File: config.mk
export PLATFORM = sky130hd
export DESIGN_NAME = msgq_enqueue
export DESIGN_NICKNAME = d
export VERILOG_FILES = /design/src/rtl/msgq_pkg.sv /design/src/rtl/msgq_alloc_table.sv /design/src/rtl/msgq_seq.sv /design/src/rtl/msgq_enqueue.sv
export SDC_FILE = /design/constraint.sdc
export NUM_CORES = 1
export LEC_CHECK = 0
export ABC_AREA = 1
export ABC_CLOCK_PERIOD_IN_PS = 4320
export BUFFER_PORTS_ARGS = -buffer_cell sky130_fd_sc_hd__buf_2
export CAP_MARGIN = 25
export CORE_UTILIZATION = 40
export DETAILED_ROUTE_END_ITERATION = 8
export PLACE_DENSITY = 0.69
export REMOVE_ABC_BUFFERS = 1
export SLEW_MARGIN = 40
export SYNTH_ARGS = -nofsm -noshare
export SYNTH_HDL_FRONTEND = slang
export SYNTH_HIERARCHICAL = 1
export SYNTH_SLANG_ARGS = --single-unit
export TNS_END_PERCENT = 5
File: constraint.sdc
create_clock -name clk -period 4.32 [get_ports clk]
set_input_delay 0 -clock clk [delete_from_list [all_inputs] [get_ports clk]]
set_output_delay 0 -clock clk [all_outputs]
set_load 0.02 [all_outputs]
File: src/rtl/msgq_pkg.sv
// Shared types for the message enqueue engine.
package msgq_pkg;
    // Append sequence steps; order equals the memory write order.
    typedef enum logic [2:0] {
        ST_IDLE = 3'd0,
        ST_PAY  = 3'd1,
        ST_NULL = 3'd2,
        ST_LINK = 3'd3,
        ST_TAIL = 3'd4
    } step_t;
endpackage

File: src/rtl/msgq_alloc_table.sv
// Per-destination node allocation counters.
// Assumes commit pulses once per completed append and never for a full destination.
module msgq_alloc_table #(
    parameter int NDEST = 4,
    parameter int NODES = 8,
    localparam int CW = $clog2(NODES + 1),
    localparam int DW = (NDEST > 1) ? $clog2(NDEST) : 1
) (
    input  logic              clk,
    input  logic              rst_n,
    input  logic              commit,
    input  logic [DW-1:0]     commit_dest,
    output logic [NDEST*CW-1:0] cnt_flat,
    output logic [NDEST-1:0]  full
);
    for (genvar d = 0; d < NDEST; d++) begin : g_dest
        logic [CW-1:0] cnt;

        // Count nodes handed out for this destination.
        always_ff @(posedge clk) begin
            if (!rst_n)
                cnt <= '0;
            else if (commit && commit_dest == DW'(d))
                cnt <= cnt + 1'b1;
        end

        assign cnt_flat[d*CW +: CW] = cnt;
        assign full[d] = (cnt == CW'(NODES));


        cnt_bound_chk: assert property (@(posedge clk) disable iff (!rst_n)
            (commit && commit_dest == DW'(d)) |-> (cnt < CW'(NODES)));
    end
endmodule

File: src/rtl/msgq_seq.sv
// Append sequencer: accepts a send, then issues payload, null link,
// publish and tail-word writes over a request/grant port.
// Assumes the allocation count of the captured destination is stable while busy.
module msgq_seq
    import msgq_pkg::*;
#(
    parameter int NDEST = 4,
    parameter int NODES = 8,
    parameter int AW    = 16,
    localparam int CW = $clog2(NODES + 1),
    localparam int DW = (NDEST > 1) ? $clog2(NDEST) : 1
) (
    input  logic               clk,
    input  logic               rst_n,
    input  logic               send_wr,
    input  logic [DW-1:0]      send_dest,
    input  logic [31:0]        send_data,
    input  logic [NDEST-1:0]   full,
    input  logic [NDEST*CW-1:0] cnt_flat,
    input  logic [NDEST*AW-1:0] cfg_head_addr,
    input  logic [NDEST*AW-1:0] cfg_tail_addr,
    input  logic [NDEST*AW-1:0] cfg_node_base,
    output logic               busy,
    output logic               overflow,
    output logic               commit,
    output logic [DW-1:0]      dest_q,
    output logic               mem_req,
    output logic [AW-1:0]      mem_addr,
    output logic [31:0]        mem_wdata,
    input  logic               mem_gnt
);
    step_t       st;
    logic [31:0] data_q;
    logic [CW-1:0] cnt_sel;
    logic [AW-1:0] node_addr;
    logic        accept;

    assign accept  = (st == ST_IDLE) && send_wr && !full[send_dest];
    assign busy    = (st != ST_IDLE);
    assign mem_req = busy;
    assign commit  = (st == ST_TAIL) && mem_gnt;
    assign cnt_sel = cnt_flat[dest_q*CW +: CW];
    assign node_addr = cfg_node_base[dest_q*AW +: AW] + (AW'(cnt_sel) << 3);

    // Step through the write sequence, advancing on each grant.
    always_ff @(posedge clk) begin
        if (!rst_n) begin
            st     <= ST_IDLE;
            dest_q <= '0;
            data_q <= '0;
        end else if (accept) begin
            st     <= ST_PAY;
            dest_q <= send_dest;
            data_q <= send_data;
        end else if (busy && mem_gnt) begin
            case (st)
                ST_PAY:  st <= ST_NULL;
                ST_NULL: st <= ST_LINK;
                ST_LINK: st <= ST_TAIL;
                default: st <= ST_IDLE;
            endcase
        end
    end

    // Latch the drop of any send that arrives during an append.
    always_ff @(posedge clk) begin
        if (!rst_n)
            overflow <= 1'b0;
        else if (send_wr && busy)
            overflow <= 1'b1;
    end

    // Select address and data for the current step.
    always_comb begin
        mem_addr  = '0;
        mem_wdata = '0;
        case (st)
            ST_PAY: begin
                mem_addr  = node_addr;
                mem_wdata = data_q;
            end
            ST_NULL: begin
                mem_addr  = node_addr + AW'(4);
                mem_wdata = '0;
            end
            ST_LINK: begin
                mem_addr  = (cnt_sel == '0) ? cfg_head_addr[dest_q*AW +: AW]
                                            : node_addr - AW'(4);
                mem_wdata = 32'(node_addr);
            end
            ST_TAIL: begin
                mem_addr  = cfg_tail_addr[dest_q*AW +: AW];
                mem_wdata = 32'(node_addr);
            end
            default: ;
        endcase
    end


    hold_req_chk: assert property (@(posedge clk) disable iff (!rst_n)
        (mem_req && !mem_gnt) |=> (mem_req && $stable(mem_addr) && $stable(mem_wdata)));

    sticky_ovf_chk: assert property (@(posedge clk) disable iff (!rst_n)
        overflow |=> overflow);

    busy_start_chk: assert property (@(posedge clk) disable iff (!rst_n)
        $rose(busy) |-> $past(send_wr));

    full_refuse_chk: assert property (@(posedge clk) disable iff (!rst_n)
        (!busy && send_wr && full[send_dest]) |=> !busy);
endmodule

File: src/rtl/msgq_enqueue.sv
// Top of the message enqueue engine: one send register feeding an
// atomic linked-list append in the receiver's memory, per destination.
// Assumes node pools do not start at address 0 and do not overlap.
module msgq_enqueue #(
    parameter int NDEST = 4,
    parameter int NODES = 8,
    parameter int AW    = 16,
    localparam int CW = $clog2(NODES + 1),
    localparam int DEST_W = (NDEST > 1) ? $clog2(NDEST) : 1
) (
    input  logic                clk,
    input  logic                rst_n,
    input  logic                send_wr,
    input  logic [DEST_W-1:0]   send_dest,
    input  logic [31:0]         send_data,
    output logic                busy,
    output logic                overflow,
    output logic [NDEST-1:0]    full,
    input  logic [NDEST*AW-1:0] cfg_head_addr,
    input  logic [NDEST*AW-1:0] cfg_tail_addr,
    input  logic [NDEST*AW-1:0] cfg_node_base,
    output logic                mem_req,
    output logic [AW-1:0]       mem_addr,
    output logic [31:0]         mem_wdata,
    input  logic                mem_gnt
);
    logic              commit;
    logic [DEST_W-1:0] dest_q;
    logic [NDEST*CW-1:0] cnt_flat;

    msgq_alloc_table #(.NDEST(NDEST), .NODES(NODES)) u_table (
        .clk(clk), .rst_n(rst_n), .commit(commit), .commit_dest(dest_q),
        .cnt_flat(cnt_flat), .full(full)
    );

    msgq_seq #(.NDEST(NDEST), .NODES(NODES), .AW(AW)) u_seq (
        .clk(clk), .rst_n(rst_n), .send_wr(send_wr), .send_dest(send_dest),
        .send_data(send_data), .full(full), .cnt_flat(cnt_flat),
        .cfg_head_addr(cfg_head_addr), .cfg_tail_addr(cfg_tail_addr),
        .cfg_node_base(cfg_node_base), .busy(busy), .overflow(overflow),
        .commit(commit), .dest_q(dest_q), .mem_req(mem_req),
        .mem_addr(mem_addr), .mem_wdata(mem_wdata), .mem_gnt(mem_gnt)
    );
endmodule

* Word-level counts from Yosys, hierarchy flattened
Index checks and enable logic that the tools add are counted.
** Word-level totals
- Output and inout bits :: 55
- Flip-flop bits (word level) :: 54
** Cells by class
- $add $sub $neg :: 7
- Bitwise operators :: 1
- Reductions and logical operators :: 17
- $lt $le $gt $ge :: 1
- Shift-type cells :: 4
- Equal/unequal tests :: 11
- Muxes and demuxes :: 8
** Operator list (count)
- 64-bit by 7-bit variable part select with 16-bit output :: 3
- 16-bit one-hot mux with 4 select lines :: 1
- 32-bit one-hot mux with 2 select lines :: 1
- 16-bit by 3-bit adder with 16-bit output (second input constant) :: 1
- 16-bit by 7-bit adder with 16-bit output :: 1
- 4-bit by 1-bit adder with 4-bit output (second input constant) :: 4
- 4-bit equality test (second input constant) :: 4
- 16-bit two-way mux :: 1
- 16-bit by 5-bit variable part select with 4-bit output :: 1
- 16-bit by 3-bit subtractor with 16-bit output (second input constant) :: 1
- 1-bit logical AND :: 9
- 3-bit one-hot mux with 3 select lines :: 1
- 3-bit by 2-bit equality test with 1-bit output (second input constant) :: 2
- 2-bit equality test (second input constant) :: 2
- 4-bit zero test :: 1
- 2-bit OR reduction :: 2
- 3-bit by 1-bit equality test with 1-bit output (second input constant) :: 1
- 3-bit equality test (second input constant) :: 1
- 3-bit zero test :: 1
- 2-bit by 3-bit less-than comparator with 1-bit output (second input constant) :: 1
- 1-bit two-way mux :: 3
- 3-bit nonzero test :: 1
- 1-bit binary-select mux with 2-bit select :: 1
- 2-bit by 1-bit equality test with 1-bit output (second input constant) :: 1
- other kinds (4) :: 4

* Depth between registers and ports, before layout
- Word-level depth :: 6
- Mapped depth :: 27
- Depth with buffers taken out :: 22

* By module
Netlist, hierarchy kept.
** Modules (own cells, without submodules)
- msgq_seq :: instances 1, area each 4762.1 sq um, cells an instance 831
- msgq_alloc_table :: instances 1, area each 818.3 sq um, cells an instance 119

* Worst setup path before layout
OpenSTA, ideal clock, no wires.
- Kind :: register -> output
- From :: register u_seq.dest_q[0]
- To :: output port mem_addr[13]
- Setup slack :: 0.803 ns
- Stages on the path, launching flop included :: 26
- Buffers on the path :: 6
- Data required time :: 4.320 ns
- Data arrival time :: 3.517 ns
- Path through :: dfxtp_1 buf_6 inv_6 buf_6 buf_6 buf_2 buf_2 buf_2 o21ai_0 o22ai_1 ha_1 fa_1 inv_1 nor2_1 nor2_1 inv_1 nand2_1 nand2_1 inv_2 nand3_1 nor2_2 nand3_2 o21ai_0 nand2_1 nand2_1 nand4_1
** Between the ends
- Word-level cells in the longest chain between the ends :: 5
- Elaborated cells between the ends (all ways) :: 10
- Classes of those cells :: add/sub: 3; shift: 4; mux: 2; reduce/logical: 1
** Ends and longest elaborated chain
- start, declared :: line msgq_seq.sv:26 : output logic [DW-1:0] dest_q,
- start signal, assigned :: line msgq_seq.sv:53 : dest_q <= send_dest;
- 64-bit by 7-bit variable part select with 16-bit output / 16-bit by 5-bit variable part select with 4-bit output (equally long branches) :: line msgq_seq.sv:43, msgq_seq.sv:42
- 16-bit by 7-bit adder with 16-bit output :: line msgq_seq.sv:43 : assign node_addr = cfg_node_base[dest_q*AW +: AW] + (AW'(cnt_sel) << 3);
- 16-bit by 3-bit subtractor with 16-bit output :: line msgq_seq.sv:88 : : node_addr - AW'(4);
- 16-bit two-way mux :: line msgq_seq.sv:87 : mem_addr = (cnt_sel == '0) ? cfg_head_addr[dest_q*AW +: AW]
- 16-bit one-hot mux with 4 select lines (*) :: line msgq_seq.sv:77 : case (st)
- end, declared :: line msgq_enqueue.sv:23 : output logic [AW-1:0] mem_addr,
Every way passes the cells marked *; elsewhere a longest branch is shown, timed or not.

* Worst setup path in the final report
- From :: register u_seq.dest_q[0]
- To :: output port mem_addr[15]
The elaborated chain is that of the path after synthesis.

==> results.md <==
* Buffers from clock root to sink, at most at 2
* Kind of critical path: reg -> out
* Startpoint of the lowest-slack hold path: send_data[18]
* Combined area of all synthesized cells at roughly 0.0056 mm^2
* Distinct cell type count after synthesis at 43
* Effective utilization at floorplan at about two fifths
* Yosys synthesis warning count at 6
* Number of nets with antenna violations after routing at 0
* CP peak stage delay at 0.44 ns
* Vias per inst at 5.27
* Global-route congestion overflow total at 0
* Number of sinks driven by the clock tree at 54
* Crit path time final at about 3.8 ns
* Critical path startpoint category: flip-flop
* Worst setup startpoint: u_seq/dest_q[0]
* Overall global routing resource usage at 28.4%
* Std-Cell Core Area at 0.0134 mm^2
* Number of maximum-capacitance violations at 0
* Post-Route Utilization at between 50% and 60%
* Worst setup slack before clock tree synthesis at around 0.87 ns
* Final Max Slew Viols at 0
* Synth Area per Inst at 5.87 um^2
* Share of async-settable or async-resettable flops after synthesis at 0%
* Clock transition at path regs at 0.08 ns
* Count of input and output buffers at 284
* Crit path top cell by count: nand2_1
* CTS tree: done
* Register bit count reported by yosys at 54
* Number of placement rows at 42
* Leakage power at 3.67 nW
* Area grow syn2layout at 32.3%
* Slew at the pin with the worst max-slew slack at between 0.7 and 0.8 ns
* Max Freq at 0.266 GHz
* Top cell type's share of synthesized area at 19.4%
* Crit path buf inv count at 6
* First DRT Iteration DRCs at 449
* TritonCTS buffer count at 5
* Failing checks: negative hold slack
* Worst vdd rail ir drop at 0.192 mV
* Post-route total power at 1.77 mW
* Total Routed Length at roughly 21000 um
* Crit path cell chain: buf_4 > nand2_1 > a32o_1 > inv_1 > ha_1 > fa_1 > inv_1 > nor2_1 > nor2_1 > inv_1 > nand2_1 > nand2_1 > nand3_1 > nor2_2 > nand3_2 > nor2_2 > nand3_1 > nand3_1 > nand2_1 > inv_1 > nand2_1 > buf_2
* Pin count of the biggest net entering global routing at 55
* Flip-flop cell with the highest count after synthesis: dfxtp_1
* Data required time of the worst path at around 4.3 ns
* DRC viols at 0
* Wirelength per Cell at 15.1 um
* HP Class: in -> reg
* Crit-path max FO at 54
* Fraction of layout instances using a drive strength above 1 at a little under a third
* Part of the Yosys area used for sequential elements at 19.4%
* Routability Congestion at 0.963
* Most area-consuming cells after synthesis: dfxtp_1 19%, nand2_1 14%, o21ai_0 8.8%
* Post-place instance area at 0.00701 mm^2
* Critical Path End Type: output pin
* Final Cycle Share at 87.0%
* Number of filler cells placed in the layout at 1421
* Worst setup margin at 0.563 ns
* Final setup skew at around 0.010 ns
* Width of the chip at 120 um
* Post-synthesis cell count at 950
* Number of global-route vias before repair at 6579
* Vertical die dimension at 120 um
* Worst-skew pair later-pin latency at 0.30 ns
* Iteration count of the initial detailed-routing pass at 6
* Setup repair after global routing missed its margin: no
* Cell at the slowest stage of the critical path: buf_4
* Dominant cell by count in the synthesized netlist: nand2_1
* Gate family responsible for the most delay along the worst path: simple AND/OR/NAND/NOR gates
* Dpl cells at between 1000 and 1500
* Worst hold slack at -0.00195 ns
* Final Instance Count excl. Fillers at about 1400
* Final-layout setup total negative slack at 0 ns
* HPWL Detailed at 16100 um
* Wire length of the first global-routing pass at 32700 um
* Crit Reg-Reg Startpoint: u_seq/st[0]
* Final hold viol count at 1
* Count of instances resized after the clock tree is built at 0
* Floorplan die area at 0.0144 mm^2
* Most frequent cells after synthesis: 207 x nand2_1, 112 x nor2_1, 98 x o21ai_0
* Antenna violations before repair at 1
* Tightest slew margin relative to the limit at 52.3%
* Clock H-tree levels at 2
* Clock Root Buffer: clkbuf_16
* Outcome: finished with violations
* EDFF count, synth at 0
* Layout Cell Area excl Fill at 0.00738 mm^2
* Arrival time of the worst setup path at about 3.8 ns
* Count of pins on the block boundary at 285
* Final layout net count at 1462
* Final setup fails at 0
* Via total after detailed routing at 7345
* Library cell with the largest summed area after synthesis: dfxtp_1
* Pwr/cell area at 240 mW/mm^2
registers in the layout, indices dropped and copies added (netlist names):
name / count
u_seq/data_q: 32
u_seq/dest_q: 2
u_seq/overflow: 1
u_seq/st: 3
u_table/g_dest.cnt: 16
cell usage in the layout (no fill, tap or decap), drive strengths merged:
cell type and n:
o211a 1, ha 14, nor2 128, o32ai 1
o211ai 5, xor2 4, clkbuf 6, nor3 1
a221o 8, inv 107, nand3b 2, a32oi 1
buf 295, o21ai 102, nand4 10, o22ai 25
a31oi 1, o2111ai 3, a21oi 95, diode 1
dlygate4sd3 22, nand3 84, o21bai 1, a22oi 2
fa 1, clkinv 3, nand2 223, o221ai 8
or2 2, a32o 9, dfxtp 54
worst paths after layout:
| path | end | depth (start not counted) | slack, ns |
|---|---|---|---|
| worst max-delay path | mem_addr[15] | 22 | 0.56 |
| worst min-delay path | u_seq/data_q[18] | 3 | -0.002 |
| worst max register to register | u_table/g_dest[1].cnt[3] | 10 | 1.53 |
| worst min register to register | u_seq/data_q[24] | 2 | 0.46 |
per-layer routing:
metal  vias to the layer above  wire length [um]  global-route usage (%)
met4                         0               637                    11.6
met1                      3312              9110                    35.9
met2                       280              9920                    47.9
met3                        37              1450                    4.42
met5                         -                 0                       0
li1                       3716                 -                       -
layout make-up:
cell class,instances,area [um^2],share of cell area (%)
diodes,1,2.50,0.0339
flip-flops and latches,54,1090,14.7
clock buffers,6,129,1.75
repair buffers,317,1730,23.4
clock inverters,2,10.0,0.136
well taps,176,220,2.98
multi-input cells,731,3790,51.4
inverters,108,414,5.61
report_power, final:
part | switching (mW) | total, mW | internal, mW
logic | 0.534 | 0.830 | 0.296
clock network | 0.187 | 0.401 | 0.214
registers | 0.0119 | 0.540 | 0.529
worst reg2reg max path: stages (launching register included):
cell     delay, ns
dfxtp_1       0.33
nor2_1        0.10
inv_1         0.05
nor2_1        0.49
inv_1         0.50
nor2_1        0.51
nand3_1       0.34
nor2_1        0.21
nand2_1       0.07
nand2_1       0.05
nor2_1        0.04
repair_timing:
item,4_1_cts,5_1_grt
buffers inserted,0,0
hold buffers,22,0
setup endpoints to repair,0,0
hold endpoints to repair,23,0
cell families (layout without fill, tap and decap cells):
kind of cell | count (synthesis) | in the layout | share of synthesized area [%]
fa+ha+maj | 15 | 15 | 3.50
buf+inv | 165 | 433 | 12.8
simple gates | 450 | 450 | 36.4
other cells | 0 | 1 | 0
xor+xnor | 4 | 4 | 0.897
compound gates | 262 | 262 | 27.0
flops | 54 | 54 | 19.4
Note: power is estimated with default switching activity, not from simulation.
